[config.mk]
export PLATFORM = sky130hd
export DESIGN_NAME = flow_matcher
export DESIGN_NICKNAME = d
export VERILOG_FILES = /design/src/rtl/flowtab_pkg.sv /design/src/rtl/ftm_store.sv /design/src/rtl/ftm_probe.sv /design/src/rtl/ftm_seq.sv /design/src/rtl/flow_matcher.sv
export SDC_FILE = /design/constraint.sdc
export NUM_CORES = 1
export LEC_CHECK = 0
export ABC_AREA = 0
export BUFFER_PORTS_ARGS = -buffer_cell sky130_fd_sc_hd__buf_2
export CORE_AREA = 2 2 270 272
export DETAILED_ROUTE_END_ITERATION = 8
export DIE_AREA = 0 0 272 274
export PLACE_DENSITY = 0.8
export SYNTH_ARGS = -nofsm -noshare
export SYNTH_HDL_FRONTEND = slang
export SYNTH_SLANG_ARGS = --single-unit
[constraint.sdc]
create_clock -name clk -period 12.8 [get_ports clk]
set_input_delay 0.64 -clock clk [delete_from_list [all_inputs] [get_ports clk]]
set_output_delay 0.64 -clock clk [all_outputs]
set_load 0.02 [all_outputs]
[src/rtl/flowtab_pkg.sv]
package flowtab_pkg;
   typedef enum logic {
      ST_IDLE = 1'b0,
      ST_SCAN = 1'b1
   } ftm_state_e;
endpackage

[src/rtl/ftm_store.sv]
// Slot storage behind one address port: key, action and counter arrays,
// with the valid bits in flops so the top index can be derived.
module ftm_store #(
   parameter int DEPTH = 16,
   parameter int AW    = 16,
   parameter int BW    = 16,
   parameter int TW    = 8,
   parameter int CW    = 16,
   localparam int IW   = $clog2(DEPTH)
) (
   input  logic             clk,
   input  logic             rst_n,
   input  logic [IW-1:0]    addr,
   input  logic             we_entry,
   input  logic             we_cnt,
   input  logic             w_valid,
   input  logic [AW-1:0]    w_a,
   input  logic [BW-1:0]    w_b,
   input  logic [TW-1:0]    w_act,
   input  logic [CW-1:0]    w_cnt,
   output logic             r_valid,
   output logic [AW-1:0]    r_a,
   output logic [BW-1:0]    r_b,
   output logic [TW-1:0]    r_act,
   output logic [CW-1:0]    r_cnt,
   output logic [DEPTH-1:0] valid_vec
);
   logic [AW-1:0] mem_a   [DEPTH];
   logic [BW-1:0] mem_b   [DEPTH];
   logic [TW-1:0] mem_act [DEPTH];
   logic [CW-1:0] mem_cnt [DEPTH];

   always_ff @(posedge clk) begin
      if (we_entry) begin
         mem_a[addr]   <= w_a;
         mem_b[addr]   <= w_b;
         mem_act[addr] <= w_act;
         mem_cnt[addr] <= '0;
      end else if (we_cnt) begin
         mem_cnt[addr] <= w_cnt;
      end
   end

   for (genvar g = 0; g < DEPTH; g++) begin : g_vld
      always_ff @(posedge clk) begin
         if (!rst_n)
            valid_vec[g] <= 1'b0;
         else if (we_entry && addr == IW'(g))
            valid_vec[g] <= w_valid;
      end
   end

   assign r_valid = valid_vec[addr];
   assign r_a     = mem_a[addr];
   assign r_b     = mem_b[addr];
   assign r_act   = mem_act[addr];
   assign r_cnt   = mem_cnt[addr];
endmodule

[src/rtl/ftm_probe.sv]
// Per-slot compare and saturating counter step.
module ftm_probe #(
   parameter int AW = 16,
   parameter int BW = 16,
   parameter int CW = 16
) (
   input  logic          r_valid,
   input  logic [AW-1:0] r_a,
   input  logic [BW-1:0] r_b,
   input  logic [CW-1:0] r_cnt,
   input  logic [AW-1:0] key_a,
   input  logic [BW-1:0] key_b,
   output logic          match,
   output logic [CW-1:0] cnt_next
);
   localparam logic [CW-1:0] CMAX = {CW{1'b1}};

   assign match    = r_valid && (r_a == key_a) && (r_b == key_b);
   assign cnt_next = (r_cnt == CMAX) ? CMAX : r_cnt + CW'(1);
endmodule

[src/rtl/ftm_seq.sv]
// Walk sequencer: accepts a lookup, steps the slot index, ends on the
// first match or at the highest valid slot, and holds the result.
module ftm_seq
   import flowtab_pkg::*;
#(
   parameter int DEPTH = 16,
   parameter int AW    = 16,
   parameter int BW    = 16,
   parameter int TW    = 8,
   parameter int CW    = 16,
   localparam int IW   = $clog2(DEPTH)
) (
   input  logic          clk,
   input  logic          rst_n,
   input  logic          req_valid,
   input  logic [AW-1:0] req_key_a,
   input  logic [BW-1:0] req_key_b,
   input  logic          match,
   input  logic [TW-1:0] r_act,
   input  logic [CW-1:0] cnt_next,
   input  logic [IW-1:0] hi_idx,
   output logic          scanning,
   output logic [IW-1:0] scan_idx,
   output logic [AW-1:0] cap_a,
   output logic [BW-1:0] cap_b,
   output logic          done,
   output logic          hit,
   output logic          punt,
   output logic [TW-1:0] res_act,
   output logic [IW-1:0] res_idx,
   output logic [CW-1:0] res_cnt
);
   ftm_state_e state;

   always_ff @(posedge clk) begin
      if (!rst_n) begin
         state    <= ST_IDLE;
         scan_idx <= '0;
         cap_a    <= '0;
         cap_b    <= '0;
         done     <= 1'b0;
         hit      <= 1'b0;
         punt     <= 1'b0;
         res_act  <= '0;
         res_idx  <= '0;
         res_cnt  <= '0;
      end else begin
         done <= 1'b0;
         unique case (state)
            ST_IDLE: begin
               if (req_valid) begin
                  state    <= ST_SCAN;
                  scan_idx <= '0;
                  cap_a    <= req_key_a;
                  cap_b    <= req_key_b;
                  hit      <= 1'b0;
                  punt     <= 1'b0;
                  res_act  <= '0;
                  res_idx  <= '0;
                  res_cnt  <= '0;
               end
            end
            ST_SCAN: begin
               if (match) begin
                  state   <= ST_IDLE;
                  done    <= 1'b1;
                  hit     <= 1'b1;
                  res_act <= r_act;
                  res_idx <= scan_idx;
                  res_cnt <= cnt_next;
               end else if (scan_idx == hi_idx) begin
                  state <= ST_IDLE;
                  done  <= 1'b1;
                  punt  <= 1'b1;
               end else begin
                  scan_idx <= scan_idx + IW'(1);
               end
            end
            default: state <= ST_IDLE;
         endcase
      end
   end

   assign scanning = (state == ST_SCAN);
endmodule

[src/rtl/flow_matcher.sv]
module flow_matcher #(
   parameter int DEPTH = 16,
   parameter int AW    = 16,
   parameter int BW    = 16,
   parameter int TW    = 8,
   parameter int CW    = 16,
   localparam int IW   = $clog2(DEPTH)
) (
   input  logic          clk,
   input  logic          rst_n,
   input  logic          req_valid,
   input  logic [AW-1:0] req_key_a,
   input  logic [BW-1:0] req_key_b,
   output logic          busy,
   output logic          done,
   output logic          hit,
   output logic          punt,
   output logic [TW-1:0] res_act,
   output logic [IW-1:0] res_idx,
   output logic [CW-1:0] res_cnt,
   input  logic          wr_en,
   input  logic [IW-1:0] wr_idx,
   input  logic          wr_valid,
   input  logic [AW-1:0] wr_key_a,
   input  logic [BW-1:0] wr_key_b,
   input  logic [TW-1:0] wr_act,
   output logic          wr_block
);
   if (DEPTH < 2 || (1 << IW) != DEPTH) begin : g_bad_depth
      $error("DEPTH must be a power of two of at least 2");
   end
   if (AW < 1 || BW < 1 || TW < 1 || CW < 1) begin : g_bad_width
      $error("key, action and counter widths must be positive");
   end

   logic [IW-1:0]    scan_idx, port_addr, hi_idx;
   logic [AW-1:0]    cap_a, r_a;
   logic [BW-1:0]    cap_b, r_b;
   logic [TW-1:0]    r_act;
   logic [CW-1:0]    r_cnt, cnt_next;
   logic [DEPTH-1:0] valid_vec;
   logic             r_valid, match, scanning, we_entry, we_cnt;

   // One port: the walk owns it while scanning, the controller otherwise.
   assign port_addr = scanning ? scan_idx : wr_idx;
   assign we_entry  = wr_en && !scanning;
   assign we_cnt    = scanning && match;

   always_comb begin
      hi_idx = '0;
      for (int i = 0; i < DEPTH; i++)
         if (valid_vec[i]) hi_idx = IW'(i);
   end

   ftm_store #(.DEPTH(DEPTH), .AW(AW), .BW(BW), .TW(TW), .CW(CW)) u_store (
      .clk      (clk),
      .rst_n    (rst_n),
      .addr     (port_addr),
      .we_entry (we_entry),
      .we_cnt   (we_cnt),
      .w_valid  (wr_valid),
      .w_a      (wr_key_a),
      .w_b      (wr_key_b),
      .w_act    (wr_act),
      .w_cnt    (cnt_next),
      .r_valid  (r_valid),
      .r_a      (r_a),
      .r_b      (r_b),
      .r_act    (r_act),
      .r_cnt    (r_cnt),
      .valid_vec(valid_vec)
   );

   ftm_probe #(.AW(AW), .BW(BW), .CW(CW)) u_probe (
      .r_valid (r_valid),
      .r_a     (r_a),
      .r_b     (r_b),
      .r_cnt   (r_cnt),
      .key_a   (cap_a),
      .key_b   (cap_b),
      .match   (match),
      .cnt_next(cnt_next)
   );

   ftm_seq #(.DEPTH(DEPTH), .AW(AW), .BW(BW), .TW(TW), .CW(CW)) u_seq (
      .clk      (clk),
      .rst_n    (rst_n),
      .req_valid(req_valid),
      .req_key_a(req_key_a),
      .req_key_b(req_key_b),
      .match    (match),
      .r_act    (r_act),
      .cnt_next (cnt_next),
      .hi_idx   (hi_idx),
      .scanning (scanning),
      .scan_idx (scan_idx),
      .cap_a    (cap_a),
      .cap_b    (cap_b),
      .done     (done),
      .hit      (hit),
      .punt     (punt),
      .res_act  (res_act),
      .res_idx  (res_idx),
      .res_cnt  (res_cnt)
   );

   assign busy     = scanning;
   assign wr_block = scanning;
endmodule

==> results_dict.tcl <==
set metrics [dict create \
    synthArstFlopShare_pct 0 \
    dpl.hpwl_mm 53.58 \
    critPathLaunchType "flop" \
    dieArea_um2 74530 \
    cpMaxStageDelayCell "mux2_8" \
    finalWirelength_mm 99.39 \
    fin_skew_ns 0.04544 \
    power_density_nw_per_um2 157.7 \
    worst_pin_slew_ns 1.270 \
    drv_slew 0 \
    setup_tns_ns 0 \
    fmax_ghz 0.1397 \
    rsz0062_at_grt "no" \
    nets 2660 \
    cts_root_buffer "clkbuf_16" \
    hold_viol 0 \
    portBuffers 113 \
    synth_edf_count 896 \
    gp_congestion 0.9046 \
    crit_required_ns 13.06 \
    routed-via-count 23330 \
    placed_cells 3440 \
    fillers 4915 \
    holdWs_ns 0.2120 \
    ant_nets 0 \
    crit_fanout 138 \
    end_kind "flop" \
    path_class "reg -> reg" \
    cts_tree "built" \
    cts_buffer_depth 3 \
    layout_min_cycle_time_ns 7.159 \
    cp_cell_sequence "mux2_8 -> buf_12 -> nand2_1 -> o22ai_1 -> o21ai_0 -> nand4_1 -> xnor2_1 -> nor4_1 -> and4_1 -> buf_4 -> nand2_1 -> a211oi_4" \
    area_growth_pct 12.68 \
    cts.htree.levels 3 \
    drc 0 \
    period_share_pct 55.93 \
    synthFlopType "edfxtp_1" \
    worst_path_most_repeated_cell "nand2_1" \
    routedWlPerCell_um 27.42 \
    wl_met3_mm 11.33 \
    drive_gt1_share_pct 17.95 \
    drt_iter0_markers 3562 \
    fin_ws_ns 5.641 \
    p_leak_nw 15.04 \
    fin_area_um2 43870 \
    clkTransAtPathRegs_ns 0.06 \
    die_h_um 274 \
    synth_seq_cells 980 \
    slowest_delay_ns 0.99 \
    ys_warn_count 0 \
    insertion_delay_ns 0.67 \
    drtPass1Iterations 6 \
    instances_no_fill 3625 \
    pre_cts_ws_ns 5.553 \
    cap_violations 0 \
    yosysUniqueCellTypes 59 \
    outcome "finished, final reports clean" \
    syn-cell-area_um2 38940 \
    viasPerCell 6.436 \
    grt_pass1_wl_mm 144.8 \
    relSlewSlack_pct 15.17 \
    die_w_um 272 \
    routed-wl-met2_mm 47.34 \
    hold_path_class "in -> reg" \
    coreArea_um2 71970 \
    grt-ovfl-total 0 \
    syn-mean-instance-area_um2 15.87 \
    routed.top_layer "met5" \
    rows 99 \
    ys_seq_area_share_pct 73.42 \
    cp_data_arrival_time_ns 7.42 \
    setup_viol 0 \
    synthCells 2454 \
    ir_worst_vdd_mv 0.1345 \
    cts-resized-gates 0 \
    postCtsSetupBuffers 0 \
    grt_max_degree 139 \
    grt_pass1_vias 22840 \
    cts_hold_buffers 0 \
    start_util_pct 54.10 \
    clock_sinks 980 \
    antenna_found_initial 10 \
    wl_met1_mm 36.31 \
    place_area_um2 40630 \
    track_usage_pct 26.29 \
    synth_nets 2537 \
    cts_buffers 94 \
    ios 114 \
]
## cells by family after synthesis
group,share of synthesized area [%]
compound gates,5.678
xor+xnor,0.6973
fa+ha+maj,0.06426
buf+inv,2.195
flops,73.42
mux,10.24
simple gates,7.699
## cell usage after synthesis (all sizes together) (33+ instances only)
cell | n | area share, %
edfxtp | 896 | 69
nand2 | 380 | 3.7
mux2i | 187 | 4.8
a21oi | 96 | 1.2
mux4 | 91 | 5.3
dfxtp | 84 | 4.3
buf | 81 | 1.4
clkbuf | 75 | 0.72
nor2 | 58 | 0.56
nand3 | 57 | 0.73
o22ai | 56 | 0.90
a32oi | 43 | 0.97
nor3 | 34 | 0.44
a31oi | 33 | 0.53
and3 | 33 | 0.53
## state kept, by name (all words and copies together) (netlist names), 8 cells and up
signal             cells
u_seq.res_act          8
u_seq.cap_a           16
u_store.mem_a        256
u_seq.cap_b           16
u_store.mem_cnt      256
u_store.mem_b        256
u_store.mem_act      128
u_store.valid_vec     16
u_seq.res_cnt         16
## worst paths after layout
check / end / cells past startpoint / slack [ns] / from
worst max register to register: u_store.mem_cnt[6][0]$_DFFE_PP_ / 12 / 5.64 / u_seq.scan_idx[1]$_SDFFE_PN0P_
worst max-delay path: u_store.mem_cnt[6][0]$_DFFE_PP_ / 12 / 5.64 / u_seq.scan_idx[1]$_SDFFE_PN0P_
worst min-delay path: u_seq.cap_b[14]$_SDFFE_PN0P_ / 3 / 0.21 / req_key_b[14]
worst min register to register: u_seq.cap_a[12]$_SDFFE_PN0P_ / 2 / 0.47 / u_seq.cap_a[12]$_SDFFE_PN0P_
## metrics by stage
| step | power [mW] | utilization, % |
|---|---|---|
| after floorplan | 3.960 | - |
| after global placement | 4.116 | 56.46 |
| after detailed placement | 4.135 | 56.46 |
| after CTS | 6.929 | 60.92 |
| after global routing | 7.086 | 60.94 |
| final | 6.919 | 60.96 |
## where the power goes
group	internal (mW)	total, mW	switching, mW
registers	3.53	3.54	0.0184
logic	0.177	0.540	0.363
clock network	1.64	2.83	1.19
total	5.35	6.92	1.57
## worst max-delay path, delay by kind of cell, from the launching register on
| family | cells | cell delay (ns) |
|---|---|---|
| XOR/XNOR | 1 | 0.10 |
| AO/OA/AOI/OAI | 3 | 1.49 |
| flip-flops | 1 | 0.62 |
| AND/OR/NAND/NOR | 5 | 2.31 |
| multiplexers | 1 | 0.99 |
| buffers and inverters | 2 | 1.05 |
## per-layer routing
| metal | vias up | track usage, % |
|---|---|---|
| met4 | 8 | 11.76 |
| met1 | 11550 | 34.99 |
| li1 | 9817 | - |
| met2 | 1655 | 42.05 |
| met3 | 303 | 5.657 |
| met5 | - | 0 |
## cell type report
| class | count | area, um2 | area share, % |
|---|---|---|---|
| inverter | 7 | 26.28 | 0.05989 |
| timing repair buffer | 183 | 1104 | 2.515 |
| antenna | 9 | 22.52 | 0.05133 |
| clock buffer | 126 | 2605 | 5.937 |
| sequential | 980 | 28590 | 65.16 |
| clock inverter | 50 | 605.6 | 1.380 |
| tap | 959 | 1200 | 2.735 |
| multi-input combinational | 1311 | 9723 | 22.16 |
## placed cells by master, fill, tap and decap left out, types with 26 or more instances in the layout
cell       instances
nand3_1           57
clkbuf_16         96
a31oi_1           33
nand2_1          378
and3_1            33
o22ai_1           56
dfxtp_1           83
buf_2            113
a21oi_1           95
mux4_2            91
nor2_1            58
a22oi_1           26
buf_4             69
mux2i_1          185
edfxtp_1         896
a32oi_1           43
(Power assumes the default switching activity.)
